$ cat src/rtl/gpio_ctl_pkg.sv
package gpio_ctl_pkg;
  localparam int unsigned FIELD_W     = 8;
  localparam int unsigned DIR_MSK_BIT = 0;
  localparam int unsigned DIR_BIT     = 1;
  localparam int unsigned VAL_MSK_BIT = 2;
  localparam int unsigned VAL_BIT     = 3;
  localparam int unsigned LVL_BIT     = 4;
  localparam int unsigned PU_DIS_BIT  = 5;

  typedef struct packed {
    logic dir_out;
    logic val;
    logic pu_dis;
  } pin_cfg_t;
endpackage

$ cat src/rtl/gpio_sync.sv
module gpio_sync #(
  parameter int unsigned WIDTH  = 2,
  parameter int unsigned STAGES = 2
) (
  input  logic             clk_i,
  input  logic             rst_ni,
  input  logic [WIDTH-1:0] d_i,
  output logic [WIDTH-1:0] q_o
);
  logic [WIDTH-1:0] stg_q [STAGES];

  always_ff @(posedge clk_i or negedge rst_ni) begin
    if (!rst_ni) stg_q[0] <= '0;
    else         stg_q[0] <= d_i;
  end

  for (genvar s = 1; s < STAGES; s++) begin : g_stage
    always_ff @(posedge clk_i or negedge rst_ni) begin
      if (!rst_ni) stg_q[s] <= '0;
      else         stg_q[s] <= stg_q[s-1];
    end
  end

  assign q_o = stg_q[STAGES-1];

  if (STAGES == 2) begin : g_chk
    logic [1:0] warm_q;
    always_ff @(posedge clk_i or negedge rst_ni) begin
      if (!rst_ni)            warm_q <= '0;
      else if (warm_q != 2'd2) warm_q <= warm_q + 2'd1;
    end
    AST_SYNC_DEPTH: assert property (@(posedge clk_i) disable iff (!rst_ni)
      (warm_q == 2'd2) |-> (q_o == $past(d_i, 2)));
  end
endmodule

$ cat src/rtl/gpio_pin_field.sv
module gpio_pin_field
  import gpio_ctl_pkg::*;
(
  input  logic               clk_i,
  input  logic               rst_ni,
  input  logic               wr_en_i,
  input  logic [FIELD_W-1:0] field_i,
  output pin_cfg_t           cfg_o
);
  logic dir_we, val_we, pu_we;
  pin_cfg_t cfg_q;

  assign dir_we = wr_en_i & field_i[DIR_MSK_BIT];
  assign val_we = wr_en_i & field_i[VAL_MSK_BIT];
  assign pu_we  = dir_we | val_we;

  always_ff @(posedge clk_i or negedge rst_ni) begin
    if (!rst_ni) begin
      cfg_q <= '0;
    end else begin
      if (dir_we) cfg_q.dir_out <= field_i[DIR_BIT];
      if (val_we) cfg_q.val     <= field_i[VAL_BIT];
      if (pu_we)  cfg_q.pu_dis  <= field_i[PU_DIS_BIT];
    end
  end

  assign cfg_o = cfg_q;

  AST_DIR_HOLD: assert property (@(posedge clk_i) disable iff (!rst_ni)
    !(wr_en_i && field_i[DIR_MSK_BIT]) |=> $stable(cfg_o.dir_out));
  AST_VAL_HOLD: assert property (@(posedge clk_i) disable iff (!rst_ni)
    !(wr_en_i && field_i[VAL_MSK_BIT]) |=> $stable(cfg_o.val));
  AST_PU_HOLD: assert property (@(posedge clk_i) disable iff (!rst_ni)
    !(wr_en_i && (field_i[DIR_MSK_BIT] || field_i[VAL_MSK_BIT])) |=> $stable(cfg_o.pu_dis));
endmodule

$ cat src/rtl/gpio_rd_pack.sv
module gpio_rd_pack
  import gpio_ctl_pkg::*;
#(
  parameter int unsigned NUM_PINS = 2,
  parameter int unsigned DATA_W   = 32
) (
  input  pin_cfg_t [NUM_PINS-1:0] cfg_i,
  input  logic     [NUM_PINS-1:0] lvl_i,
  output logic     [DATA_W-1:0]   image_o
);
  always_comb begin
    image_o = '0;
    for (int p = 0; p < NUM_PINS; p++) begin
      image_o[p*FIELD_W + DIR_BIT]    = cfg_i[p].dir_out;
      image_o[p*FIELD_W + VAL_BIT]    = cfg_i[p].val;
      image_o[p*FIELD_W + LVL_BIT]    = lvl_i[p];
      image_o[p*FIELD_W + PU_DIS_BIT] = cfg_i[p].pu_dis;
    end
  end
endmodule

$ cat src/rtl/gpio_mask_reg.sv
module gpio_mask_reg
  import gpio_ctl_pkg::*;
#(
  parameter int unsigned NUM_PINS    = 2,
  parameter int unsigned DATA_W      = 32,
  parameter int unsigned SYNC_STAGES = 2
) (
  input  logic                clk_i,
  input  logic                rst_ni,
  input  logic                wr_en_i,
  input  logic [DATA_W-1:0]   wr_data_i,
  input  logic                rd_en_i,
  output logic [DATA_W-1:0]   rd_data_o,
  input  logic [NUM_PINS-1:0] pad_in_i,
  output logic [NUM_PINS-1:0] pad_oe_o,
  output logic [NUM_PINS-1:0] pad_pu_en_o
);
  localparam int unsigned USED_W = NUM_PINS * FIELD_W;

  pin_cfg_t [NUM_PINS-1:0] cfg;
  logic     [NUM_PINS-1:0] lvl_sync;
  logic     [DATA_W-1:0]   image;
  logic     [DATA_W-1:0]   rd_q;

  for (genvar p = 0; p < NUM_PINS; p++) begin : g_pin
    gpio_pin_field u_field (
      .clk_i   (clk_i),
      .rst_ni  (rst_ni),
      .wr_en_i (wr_en_i),
      .field_i (wr_data_i[p*FIELD_W +: FIELD_W]),
      .cfg_o   (cfg[p])
    );
    // open drain: pull low only
    assign pad_oe_o[p]    = cfg[p].dir_out & ~cfg[p].val;
    assign pad_pu_en_o[p] = ~cfg[p].pu_dis;

    AST_OE_AFTER_WRITE: assert property (@(posedge clk_i) disable iff (!rst_ni)
      $rose(pad_oe_o[p]) |-> $past(wr_en_i));
  end

  gpio_sync #(.WIDTH(NUM_PINS), .STAGES(SYNC_STAGES)) u_sync (
    .clk_i  (clk_i),
    .rst_ni (rst_ni),
    .d_i    (pad_in_i),
    .q_o    (lvl_sync)
  );

  gpio_rd_pack #(.NUM_PINS(NUM_PINS), .DATA_W(DATA_W)) u_pack (
    .cfg_i   (cfg),
    .lvl_i   (lvl_sync),
    .image_o (image)
  );

  always_ff @(posedge clk_i or negedge rst_ni) begin
    if (!rst_ni)      rd_q <= '0;
    else if (rd_en_i) rd_q <= image;
  end

  assign rd_data_o = rd_q;

  AST_RD_HOLD: assert property (@(posedge clk_i) disable iff (!rst_ni)
    !rd_en_i |=> $stable(rd_data_o));
  if (DATA_W > USED_W) begin : g_hi_chk
    AST_HI_ZERO: assert property (@(posedge clk_i) disable iff (!rst_ni)
      rd_data_o[DATA_W-1:USED_W] == '0);
  end
endmodule

$ cat config.mk
export PLATFORM = sky130hd
export DESIGN_NAME = gpio_mask_reg
export DESIGN_NICKNAME = d
export VERILOG_FILES = /design/src/rtl/gpio_ctl_pkg.sv /design/src/rtl/gpio_sync.sv /design/src/rtl/gpio_pin_field.sv /design/src/rtl/gpio_rd_pack.sv /design/src/rtl/gpio_mask_reg.sv
export SDC_FILE = /design/constraint.sdc
export NUM_CORES = 1
export LEC_CHECK = 0
export ABC_AREA = 1
export BUFFER_PORTS_ARGS = -buffer_cell sky130_fd_sc_hd__buf_4
export CAP_MARGIN = 20
export CORE_ASPECT_RATIO = 0.8
export CORE_UTILIZATION = 40
export DETAILED_ROUTE_END_ITERATION = 10
export HOLD_SLACK_MARGIN = 0.02
export PLACE_DENSITY_LB_ADDON = 0.2
export SYNTH_ARGS = -nofsm -noshare
export SYNTH_HDL_FRONTEND = slang
export SYNTH_SLANG_ARGS = --single-unit
export TNS_END_PERCENT = 5
$ cat constraint.sdc
create_clock -name clk_i -period 1.1 [get_ports clk_i]
set_input_delay 0.22 -clock clk_i [delete_from_list [all_inputs] [get_ports clk_i]]
set_output_delay 0.22 -clock clk_i [all_outputs]
set_load 0.01 [all_outputs]
## After elaboration in Yosys (flattened, before gate mapping)

Cells that the tools add are included.

- Flip-flop bits (word level): 18
- Bits of input ports: 38
- Word-level logic and storage cells: 21

- Bitwise operators: 12

Operators with widths:

| cell | number |
|---|---|
| 1-bit bitwise AND | 6 |
| 1-bit NOT | 4 |
| 1-bit OR | 2 |

## Longest topological paths before layout

Gate-level depths: netlist of the first run.

- Depth after elaboration: 2
- Depth in mapped cells: 5
- Mapped depth without buffers: 4

## By module

A second synthesis of the first run with hierarchy kept.

- Cells, all modules: 211
- Area, all modules: 1921.8 µm²

Modules (own cells, without submodules):

| module | times used | cells an instance | area an instance (µm²) |
|---|---|---|---|
| gpio_mask_reg | 1 | 142 | 1315.0 |
| gpio_pin_field | 2 | 15 | 123.9 |
| gpio_rd_pack | 1 | 33 | 244.0 |
| gpio_sync | 1 | 6 | 115.1 |

## Worst setup path before layout of the first run

OpenSTA, ideal clock, no wires.

- Path type: register to output
- From: register g_pin[1].u_field.cfg_q, in the netlist g_pin[1].u_field.cfg_o[1]
- To: output port pad_oe_o[1]
- Arrival time: 0.549 ns
- Setup slack: 0.331 ns
- Stages on the path, launching flop included: 2
- Path buffers: 0
- Cells stage by stage: dfrtp_1 > nor2_1

- Cells in the longest elaborated chain, start to end: 2

RTL lines:

| what | line | RTL |
|---|---|---|
| start, declared | gpio_pin_field.sv:11 | `pin_cfg_t cfg_q;` |
| 1-bit NOT | gpio_mask_reg.sv:34 | `assign pad_oe_o[p] = cfg[p].dir_out & ~cfg[p].val;` |
| 1-bit bitwise AND | gpio_mask_reg.sv:34 |  |
| end, declared | gpio_mask_reg.sv:15 | `output logic [NUM_PINS-1:0] pad_oe_o,` |

No other way between the ends.

## Final worst setup path of the first run

- From: register g_pin[0].u_field.cfg_q, in the netlist g_pin[0].u_field.cfg_o[2]
- To: output port pad_oe_o[0]

- Cells in the longest elaborated chain, start to end: 1

RTL lines:

| what | line |
|---|---|
| start, declared | gpio_pin_field.sv:11 |
| 1-bit bitwise AND | gpio_mask_reg.sv:34 |

No other way between the ends.

==> results.sh, run 1 <==
export IMPL_status="finished with violations"
export IMPL_violations="setup timing"
export IMPL_syn_area_sq_um=856
export IMPL_drive_above_1_share=0.316
export IMPL_ff_latch_area_sq_um=450
export IMPL_cp_end_kind="output pin"
export IMPL_io_buffers=27
export IMPL_rsz0062_at_grt="yes"
export IMPL_clock_sinks=18
export IMPL_synth_seq_area_share=0.526
export IMPL_synth_cells=95
export IMPL_worst_r2r_setup_slack_ns=0.24
export IMPL_drt_total_wl_mm=1.35
export IMPL_hold_class="in -> reg"
export IMPL_power_density_nw_per_um2=1320
export IMPL_path_class="reg -> out"
export IMPL_path_clk_slew_ns=0.09
export IMPL_cp_start_kind="register"
export IMPL_fin_skew_ns=0.00171
export IMPL_finalSetupViolCount=2
export IMPL_postSynthAreaPerCell_sq_um=9.01
export IMPL_synth_cell_types=12
export IMPL_vdd_ir_drop_max_mv=0.599
export IMPL_grt_max_degree=19
export IMPL_min_to="g_pin[0].u_field.cfg_o[0]"
export IMPL_track_usage=0.132
export IMPL_hold_path_startpoint="wr_data_i[5]"
export IMPL_first_pass_iters=4
export IMPL_drc=0
export IMPL_vias=623
export IMPL_worstPathMaxFanout=2
export IMPL_finalCriticalPeriod_ns=1.15
export IMPL_htree_levels=1
export IMPL_max_freq_mhz=867
export IMPL_hold_viol=0
export IMPL_core_area_sq_um=1940
export IMPL_yosysWarningCount=0
export IMPL_die_width_um=53.7
export IMPL_cts_tree="yes"
export IMPL_nFillCells=172
export IMPL_maxCapViolCount=0
export IMPL_drt_initial_drc_count=11
export IMPL_nets=173
export IMPL_grt_pass1_vias=452
export IMPL_cts_root_buf="clkbuf_4"
export IMPL_ys_ff_latch=18
export IMPL_core_rowCount=14
export IMPL_drv_slew=0
export IMPL_clkLatencyLatePin_ns=0.28
export IMPL_diodes=0
export IMPL_power_leakage_nw=0.622
export IMPL_arrival_ns=0.93
export IMPL_dp_cells=143
export IMPL_die_area_sq_um=2330
export IMPL_crit_required_ns=0.88
export IMPL_dpl_worst_slack_ns=0.252
export IMPL_fin_ws_ns=-0.0530
export IMPL_hold_slack_ns=0.124
export IMPL_ant_nets=0
export IMPL_cts_inserted_buffers=3
export IMPL_initial_core_util=0.440
export IMPL_yosysTopAreaCell="dfrtp_1"
export IMPL_reg2regPathDepth=4
export IMPL_viasPerCell=3.97
export IMPL_ioPinCount=74
export IMPL_holdPathStages=3
export IMPL_timing_rr_start="g_pin[1].u_field.cfg_o[1]"
export IMPL_fin_cells=157
export IMPL_synth_area_leaders="dfrtp_1 53%, buf_4 21%, nand2_1 9.6%"
export IMPL_die_h_um=43.4
export IMPL_tns_ns=-0.0769
export IMPL_globalplace_congestion=0.678
export IMPL_rr_endpoint="rd_data_o[11]"
export IMPL_multi_input_comb_area_sq_um=268
export IMPL_hpwlAfterDp_um=936
export IMPL_grt_pass1_wl_mm=2.08
export IMPL_wl_per_cell_um=8.57
export IMPL_syn_to_final_growth_pct=28.7
export IMPL_clk_path_buf_depth=2
export IMPL_grt_overflow_total=0
export IMPL_layout_worst_path_cycle_share=1.05
export IMPL_antenna_found_initial=0
export IMPL_critPathLaunch="g_pin[0].u_field.cfg_o[2]"
export IMPL_synth_top_area_share=0.526
[registers in the layout (all words and copies together), names as in the netlist]
signal	count
rd_data_o	8
g_pin.u_field.cfg_o	6
u_sync.q_o	2
u_sync.stg_q	2
[Yosys cell counts (all sizes together)]
library cell	count
nand3	6
inv	8
nor2	6
conb	1
a21oi	4
dfrtp	18
nand2	22
buf	26
o21ai	4
[layout by cell type, fill, tap and decap left out, drive strengths merged]
cell type,instances
inv,8
nor2,6
buf,35
o21ai,4
nand2,22
dfrtp,18
a21oi,4
conb,24
dlygate4sd3,3
nand3,6
clkbuf,3
[critical path: stages, from the launching register on]
cell	delay, ns
dfrtp_1	0.39
inv_1	0.08
nor2_1	0.04
buf_4	0.13
[what timing repair did]
action,4_1_cts,5_1_grt
hold buffers,1,2
pin swaps,0,0
endpoints found under the hold margin,18,2
buffers inserted,6,2
endpoints found under the setup margin,3,4
gates resized for setup,0,6
[final cells by class]
cell class | instances | area share
repair buffers | 38 | 0.273
multi-input cells | 66 | 0.243
well taps | 24 | 0.0273
inverters | 8 | 0.0273
flip-flops and latches | 18 | 0.409
clock buffers | 3 | 0.0205
[worst max-delay path by stage]
stage                       end  cells past startpoint
finish              pad_oe_o[0]                      3
global route        pad_oe_o[0]                      3
CTS                 pad_oe_o[1]                      3
detailed placement  pad_oe_o[1]                      2
global placement    pad_oe_o[0]                      2
floorplan           pad_oe_o[1]                      1
[cell families (layout without fill, tap and decap cells)]
group                  Yosys count  count (layout)  synth area share
AND/OR/NAND/NOR                 34              34             0.158
other                            1              24           0.00438
flip-flops                      18              18             0.526
AO/OA/AOI/OAI                    8               8            0.0468
buffers and inverters           34              49             0.265
[metal layers]
metal / global-route usage / routed length, um / up-vias
li1: - / - / 318
met4: 0.0789 / 19 / 0
met5: 0 / 0 / -
met2: 0.180 / 679 / 36
met1: 0.176 / 556 / 267
met3: 0.0526 / 91 / 2
[metrics by stage]
stage	area [sq um]	total power, W	util
floorplan	942	0.000991	-
global placement	978	0.00108	0.503
detailed placement	978	0.00109	0.503
CTS	1060	0.00144	0.543
global route	1100	0.00156	0.566
finish	1100	0.00145	0.566
[power breakdown]
| part | internal, W | leakage (nW) | total (W) | switching (W) |
|---|---|---|---|---|
| Clock | 0.000127 | 0.0138 | 0.000309 | 0.000182 |
| Combinational | 0.000193 | 0.392 | 0.000375 | 0.000182 |
| Sequential | 0.000732 | 0.216 | 0.000771 | 0.0000392 |
Note: power is estimated with default switching activity, not from simulation.
==> run 2, diff against run 1 <==
--- a/config.mk
+++ b/config.mk
@@ -8,7 +8,7 @@
 export ABC_AREA = 1
 export BUFFER_PORTS_ARGS = -buffer_cell sky130_fd_sc_hd__buf_4
 export CAP_MARGIN = 20
-export CORE_ASPECT_RATIO = 0.8
+export CORE_ASPECT_RATIO = 1.2
 export CORE_UTILIZATION = 40
 export DETAILED_ROUTE_END_ITERATION = 10
 export HOLD_SLACK_MARGIN = 0.02
==> run 2 against run 1 <==
Worst setup slack improved by 0.0081 ns; the run still ends with setup timing left; critical path depth unchanged; global-route usage decreased by 0.12 points; count of clock-buffer cells in the layout increased by 1; final cell count decreased by 5.1%; die area about the same; sequential power about the same; combinational power decreased by 5.9%; critical endpoint unchanged.
==> results.sh, run 2 (synthesized netlist as in run 1, its figures left out) <==
export IMPL_status="finished with violations"
export IMPL_violations="setup timing"
export IMPL_first_pass_iters=6
export IMPL_dpl_worst_slack_ns=0.259
export IMPL_die_width_um=44.2
export IMPL_io_buffers=27
export IMPL_dp_cells=138
export IMPL_mostFrequentLayoutCells="31 x buf_4, 24 x conb_1, 22 x nand2_1"
export IMPL_arrival_ns=0.92
export IMPL_hpwlAfterDp_um=968
export IMPL_cp_slowest_cell="dfrtp_1"
export IMPL_drv_slew=0
export IMPL_p_sw_w=0.000398
export IMPL_wl_met3_um=92
export IMPL_p_int_w=0.00111
export IMPL_globalplace_congestion=0.716
export IMPL_power_frac_comb=0.234
export IMPL_cp_end_kind="output pin"
export IMPL_vias=624
export IMPL_pwr_share_seq=0.510
export IMPL_cp_start_kind="register"
export IMPL_finalSetupViolCount=2
export IMPL_nets=169
export IMPL_grt_max_degree=19
export IMPL_ant_nets=0
export IMPL_wl_per_cell_um=8.40
export IMPL_track_usage=0.131
export IMPL_drc=0
export IMPL_max_freq_mhz=873
export IMPL_hold_path_startpoint="pad_in_i[0]"
export IMPL_cpPeakStageDelay_ns=0.40
export IMPL_die_area_sq_um=2330
export IMPL_crit_required_ns=0.88
export IMPL_finish_utilization=0.559
export IMPL_cts_tree="yes"
export IMPL_viasPerCell=4.19
export IMPL_p_sw_frac=0.264
export IMPL_htree_levels=1
export IMPL_cts_root_buf="clkbuf_4"
export IMPL_drt_total_wl_mm=1.25
export IMPL_layout_commonest_cell="buf_4"
export IMPL_place_area_sq_um=972
export IMPL_power_leakage_nw=0.612
export IMPL_path_class="reg -> out"
export IMPL_grt_pass1_vias=545
export IMPL_hold_slack_ns=0.0450
export IMPL_finalCriticalPeriod_ns=1.14
export IMPL_hold_viol=0
export IMPL_drive_above_1_share=0.300
export IMPL_wl_met1_um=573
export IMPL_worstPathMaxFanout=2
export IMPL_rsz0062_at_grt="yes"
export IMPL_largest_register_ffs=8
export IMPL_fin_ws_ns=-0.0449
export IMPL_ioPinCount=74
export IMPL_core_area_sq_um=1910
export IMPL_clock_sinks=18
export IMPL_power_density_nw_per_um2=1410
export IMPL_layout_worst_path_cycle_share=1.04
export IMPL_clk_path_buf_depth=2
export IMPL_hold_class="in -> reg"
export IMPL_initial_core_util=0.447
export IMPL_core_rowCount=17
export IMPL_fin_cells=149
export IMPL_route_met2_wl_um=576
export IMPL_fin_skew_ns=0.00565
export IMPL_critPathLaunch="g_pin[0].u_field.cfg_o[2]"
export IMPL_grt_pass1_wl_mm=2.25
export IMPL_vdd_ir_drop_max_mv=0.827
export IMPL_timing_rr_start="g_pin[1].u_field.cfg_o[2]"
export IMPL_maxCapViolCount=0
export IMPL_power_frac_clock=0.256
export IMPL_top_layer="met4"
export IMPL_grt_overflow_total=0
export IMPL_drt_initial_drc_count=12
export IMPL_path_cells="inv_1, nor2_1, buf_4"
export IMPL_clkLatencyLatePin_ns=0.28
export IMPL_diodes=0
export IMPL_cts_inserted_buffers=3
export IMPL_die_h_um=52.7
export IMPL_fin_area_sq_um=1070
export IMPL_antenna_found_initial=0
export IMPL_path_clk_slew_ns=0.10
export IMPL_syn_to_final_growth_pct=25.1
==> run 2: cell types whose count changed in the layout (fill, tap and decap cells not counted) <==
| cell | change |
|---|---|
| clkbuf_8 | +1 |
| nor2_1 | +1 |
| dlygate4sd3_1 | -2 |
| inv_1 | +1 |
| inv_2 | -1 |
| buf_4 | -2 |
| nor2_2 | -1 |
==> run 2: through the flow <==
stage,TNS [ns],total power [W]
floorplan,0,0.000991
global placement,0,0.00108
detailed placement,0,0.00109
CTS,-0.0958,0.00150
global route,-0.266,0.00161
finish,-0.0824,0.00151
==> run 2: timing repair <==
action / 4_1_cts / 5_1_grt
setup buffers: 5 / 1
resized for setup: 2 / 2
endpoints found under the setup margin: 4 / 4
hold endpoints to repair: 18 / 0
hold buffers: 1 / 0
==> run 2: power groups by stage <==
stage | logic [W] | clock network, W | registers (W)
floorplan | 0.000196 | 0 | 0.000795
global placement | 0.000297 | 0 | 0.000782
detailed placement | 0.000303 | 0 | 0.000784
CTS | 0.000343 | 0.000392 | 0.000769
global route | 0.000400 | 0.000427 | 0.000778
finish | 0.000353 | 0.000385 | 0.000768
==> run 2: path summary, 6_finish.rpt <==
path                                        endpoint  slack (ns)  cells after the start
setup reg to reg           g_pin[1].u_field.cfg_o[2]        0.27                      4
min in group asynchronous               rd_data_o[3]        0.35                      2
hold reg to reg                        u_sync.q_o[0]        0.36                      0
hold / removal                       u_sync.stg_q[2]        0.04                      1
setup / recovery                         pad_oe_o[0]       -0.04                      3
max in group asynchronous              rd_data_o[13]        0.56                      2
==> run 2: layout make-up <==
type | count | area (sq um)
Multi-Input combinational cell | 66 | 265
Sequential cell | 18 | 450
Fill cell | 177 | 843
Tap cell | 19 | 23.8
Timing Repair Buffer | 34 | 265
Inverter | 8 | 30.0
Clock buffer | 4 | 36.3
==> run 2: critical path: cells and delay by family, from the launching register on <==
| kind | cells | cell delay, ns |
|---|---|---|
| buffers and inverters | 2 | 0.21 |
| DFF | 1 | 0.40 |
| and+or+nand+nor | 1 | 0.04 |
==> run 2: layer usage <==
layer | up-vias | track usage
met3 | 2 | 0.0207
met1 | 270 | 0.170
met5 | - | 0
li1 | 315 | -
met2 | 37 | 0.213
met4 | 0 | 0.0606
==> run 3, diff against run 2 <==
--- a/config.mk
+++ b/config.mk
@@ -9,10 +9,11 @@
 export BUFFER_PORTS_ARGS = -buffer_cell sky130_fd_sc_hd__buf_4
 export CAP_MARGIN = 20
 export CORE_ASPECT_RATIO = 1.2
-export CORE_UTILIZATION = 40
+export CORE_UTILIZATION = 30
 export DETAILED_ROUTE_END_ITERATION = 10
 export HOLD_SLACK_MARGIN = 0.02
 export PLACE_DENSITY_LB_ADDON = 0.2
+export RECOVER_POWER = 25
 export SYNTH_ARGS = -nofsm -noshare
 export SYNTH_HDL_FRONTEND = slang
 export SYNTH_SLANG_ARGS = --single-unit
==> run 3 against run 2 <==
The flow still finishes with violations (setup timing); die area rose by 32%; via count fell by 1.1%; clock skew shrank 0.0016 ns; clock power up 6.8%; combinational power about the same; critical path type unchanged; worst setup slack worse by 0.020 ns; first-iteration DRC count unchanged; core utilization down 14 points; critical path depth unchanged; non-clock buffer count up 1.
==> results.sh, run 3 (synthesized netlist as in run 1, its figures left out) <==
export IMPL_path_class="reg -> out"
export IMPL_cts_root_buf="clkbuf_4"
export IMPL_tns_ns=-0.116
export IMPL_ff_latch_area_sq_um=450
export IMPL_clock_sinks=18
export IMPL_p_sw_w=0.000428
export IMPL_power_frac_comb=0.231
export IMPL_crit_family="flip-flops"
export IMPL_wl_per_cell_um=8.54
export IMPL_initial_core_util=0.326
export IMPL_power_leakage_nw=0.614
export IMPL_io_buffers=27
export IMPL_ioPinCount=74
export IMPL_die_h_um=60.5
export IMPL_drive_above_1_share=0.305
export IMPL_path_clk_slew_ns=0.11
export IMPL_cp_start_kind="register"
export IMPL_syn_to_final_growth_pct=28.7
export IMPL_core_area_sq_um=2630
export IMPL_cpPeakStageDelay_ns=0.40
export IMPL_p_int_w=0.00111
export IMPL_drt_initial_drc_count=12
export IMPL_grt_most_used_layer="met2"
export IMPL_mostFrequentLayoutCells="29 x buf_4, 24 x conb_1, 22 x nand2_1"
export IMPL_clkLatencyLatePin_ns=0.29
export IMPL_grt_pass1_vias=488
export IMPL_cts_inserted_buffers=3
export IMPL_max_freq_mhz=858
export IMPL_nets=170
export IMPL_rsz0062_at_grt="yes"
export IMPL_ant_nets=0
export IMPL_met2_usage=0.145
export IMPL_cp_num_buf_inv=2
export IMPL_fin_skew_ns=0.00409
export IMPL_cts_tree="yes"
export IMPL_globalplace_congestion=0.749
export IMPL_cp_slowest_cell="dfrtp_1"
export IMPL_use_met1=0.120
export IMPL_drc=0
export IMPL_antenna_found_initial=0
export IMPL_hold_class="in -> reg"
export IMPL_grt_overflow_total=0
export IMPL_grt_max_degree=19
export IMPL_layout_worst_path_cycle_share=1.06
export IMPL_core_rowCount=20
export IMPL_fin_ws_ns=-0.0653
export IMPL_finalPower_w=0.00154
export IMPL_power_density_nw_per_um2=1400
export IMPL_crit_required_ns=0.88
export IMPL_drt_total_wl_mm=1.40
export IMPL_nFillCells=283
export IMPL_path_cells="inv_1, nor2_1, buf_4"
export IMPL_drv_slew=0
export IMPL_violations="setup timing"
export IMPL_use_met3=0.0226
export IMPL_htree_levels=1
export IMPL_maxCapViolCount=0
export IMPL_finalCriticalPeriod_ns=1.17
export IMPL_hold_viol=0
export IMPL_place_area_sq_um=990
export IMPL_die_area_sq_um=3070
export IMPL_fin_area_sq_um=1100
export IMPL_status="finished with violations"
export IMPL_viasPerCell=3.76
export IMPL_vias=617
export IMPL_track_usage=0.0989
export IMPL_clk_path_buf_depth=2
export IMPL_layout_commonest_cell="buf_4"
export IMPL_cp_end_kind="output pin"
export IMPL_grt_pass1_wl_mm=2.13
export IMPL_first_pass_iters=6
export IMPL_p_sw_frac=0.278
export IMPL_finalSetupViolCount=2
export IMPL_vdd_ir_drop_max_mv=0.700
export IMPL_die_width_um=50.8
export IMPL_pwr_share_seq=0.502
export IMPL_power_frac_clock=0.267
export IMPL_largest_register_ffs=8
export IMPL_arrival_ns=0.95
export IMPL_hpwlAfterDp_um=997
export IMPL_multi_input_comb_area_sq_um=268
export IMPL_worstPathMaxFanout=2
export IMPL_diodes=0
[run 3: layout make-up]
| class | count | area share |
|---|---|---|
| multi-input cells | 66 | 0.243 |
| inverters | 8 | 0.0273 |
| repair buffers | 35 | 0.250 |
| flip-flops and latches | 18 | 0.409 |
| well taps | 33 | 0.0375 |
| clock buffers | 4 | 0.0330 |
[run 3: through the flow]
stage	hold slack, ns	utilization	worst slack [ns]	cells
after floorplan	-0.0756	-	0.331	118
after global placement	0.102	0.377	0.242	152
after detailed placement	0.103	0.377	0.263	152
after CTS	0.0201	0.405	-0.0633	160
after global routing	0.102	0.419	-0.112	164
final	0.118	0.419	-0.0653	164
[run 3: what timing repair did]
item	CTS	global route
hold buffers	2	1
setup buffers	2	3
setup endpoints to repair	4	4
pin swaps	1	2
gates cloned	0	0
gates resized for setup	2	4
endpoints found under the hold margin	19	1
[run 3: per-layer routing]
metal  wire length, um  vias to the layer above
li1                  -                      313
met1               615                      264
met2               658                       36
met3                94                        4
met4                32                        0
met5                 0                        -
[run 3: tightest hold or removal path, cell delays in order]
cell and delay [ns]:
buf_4 0.08, nand2_1 0.04, nand2_1 0.04
[run 3: path summary, 6_finish.rpt]
path	from	endpoint	slack [ns]	cells past startpoint
max	g_pin[1].u_field.cfg_o[2]	pad_oe_o[1]	-0.07	3
min	wr_data_i[5]	g_pin[0].u_field.cfg_o[0]	0.12	3
max reg2reg	g_pin[1].u_field.cfg_o[1]	g_pin[1].u_field.cfg_o[1]	0.24	4
min reg2reg	u_sync.stg_q[3]	u_sync.q_o[1]	0.36	0
max in group asynchronous	rst_ni	g_pin[1].u_field.cfg_o[1]	0.41	2
min in group asynchronous	rst_ni	rd_data_o[11]	0.39	2
[run 3: power by group through the flow]
stage               clock [W]  sequential, W  combinational (W)
floorplan                   0       0.000795           0.000196
global placement            0       0.000784           0.000300
CTS                  0.000424       0.000769           0.000330
global route         0.000447       0.000780           0.000399
finish               0.000411       0.000772           0.000355
detailed placement          0       0.000784           0.000303
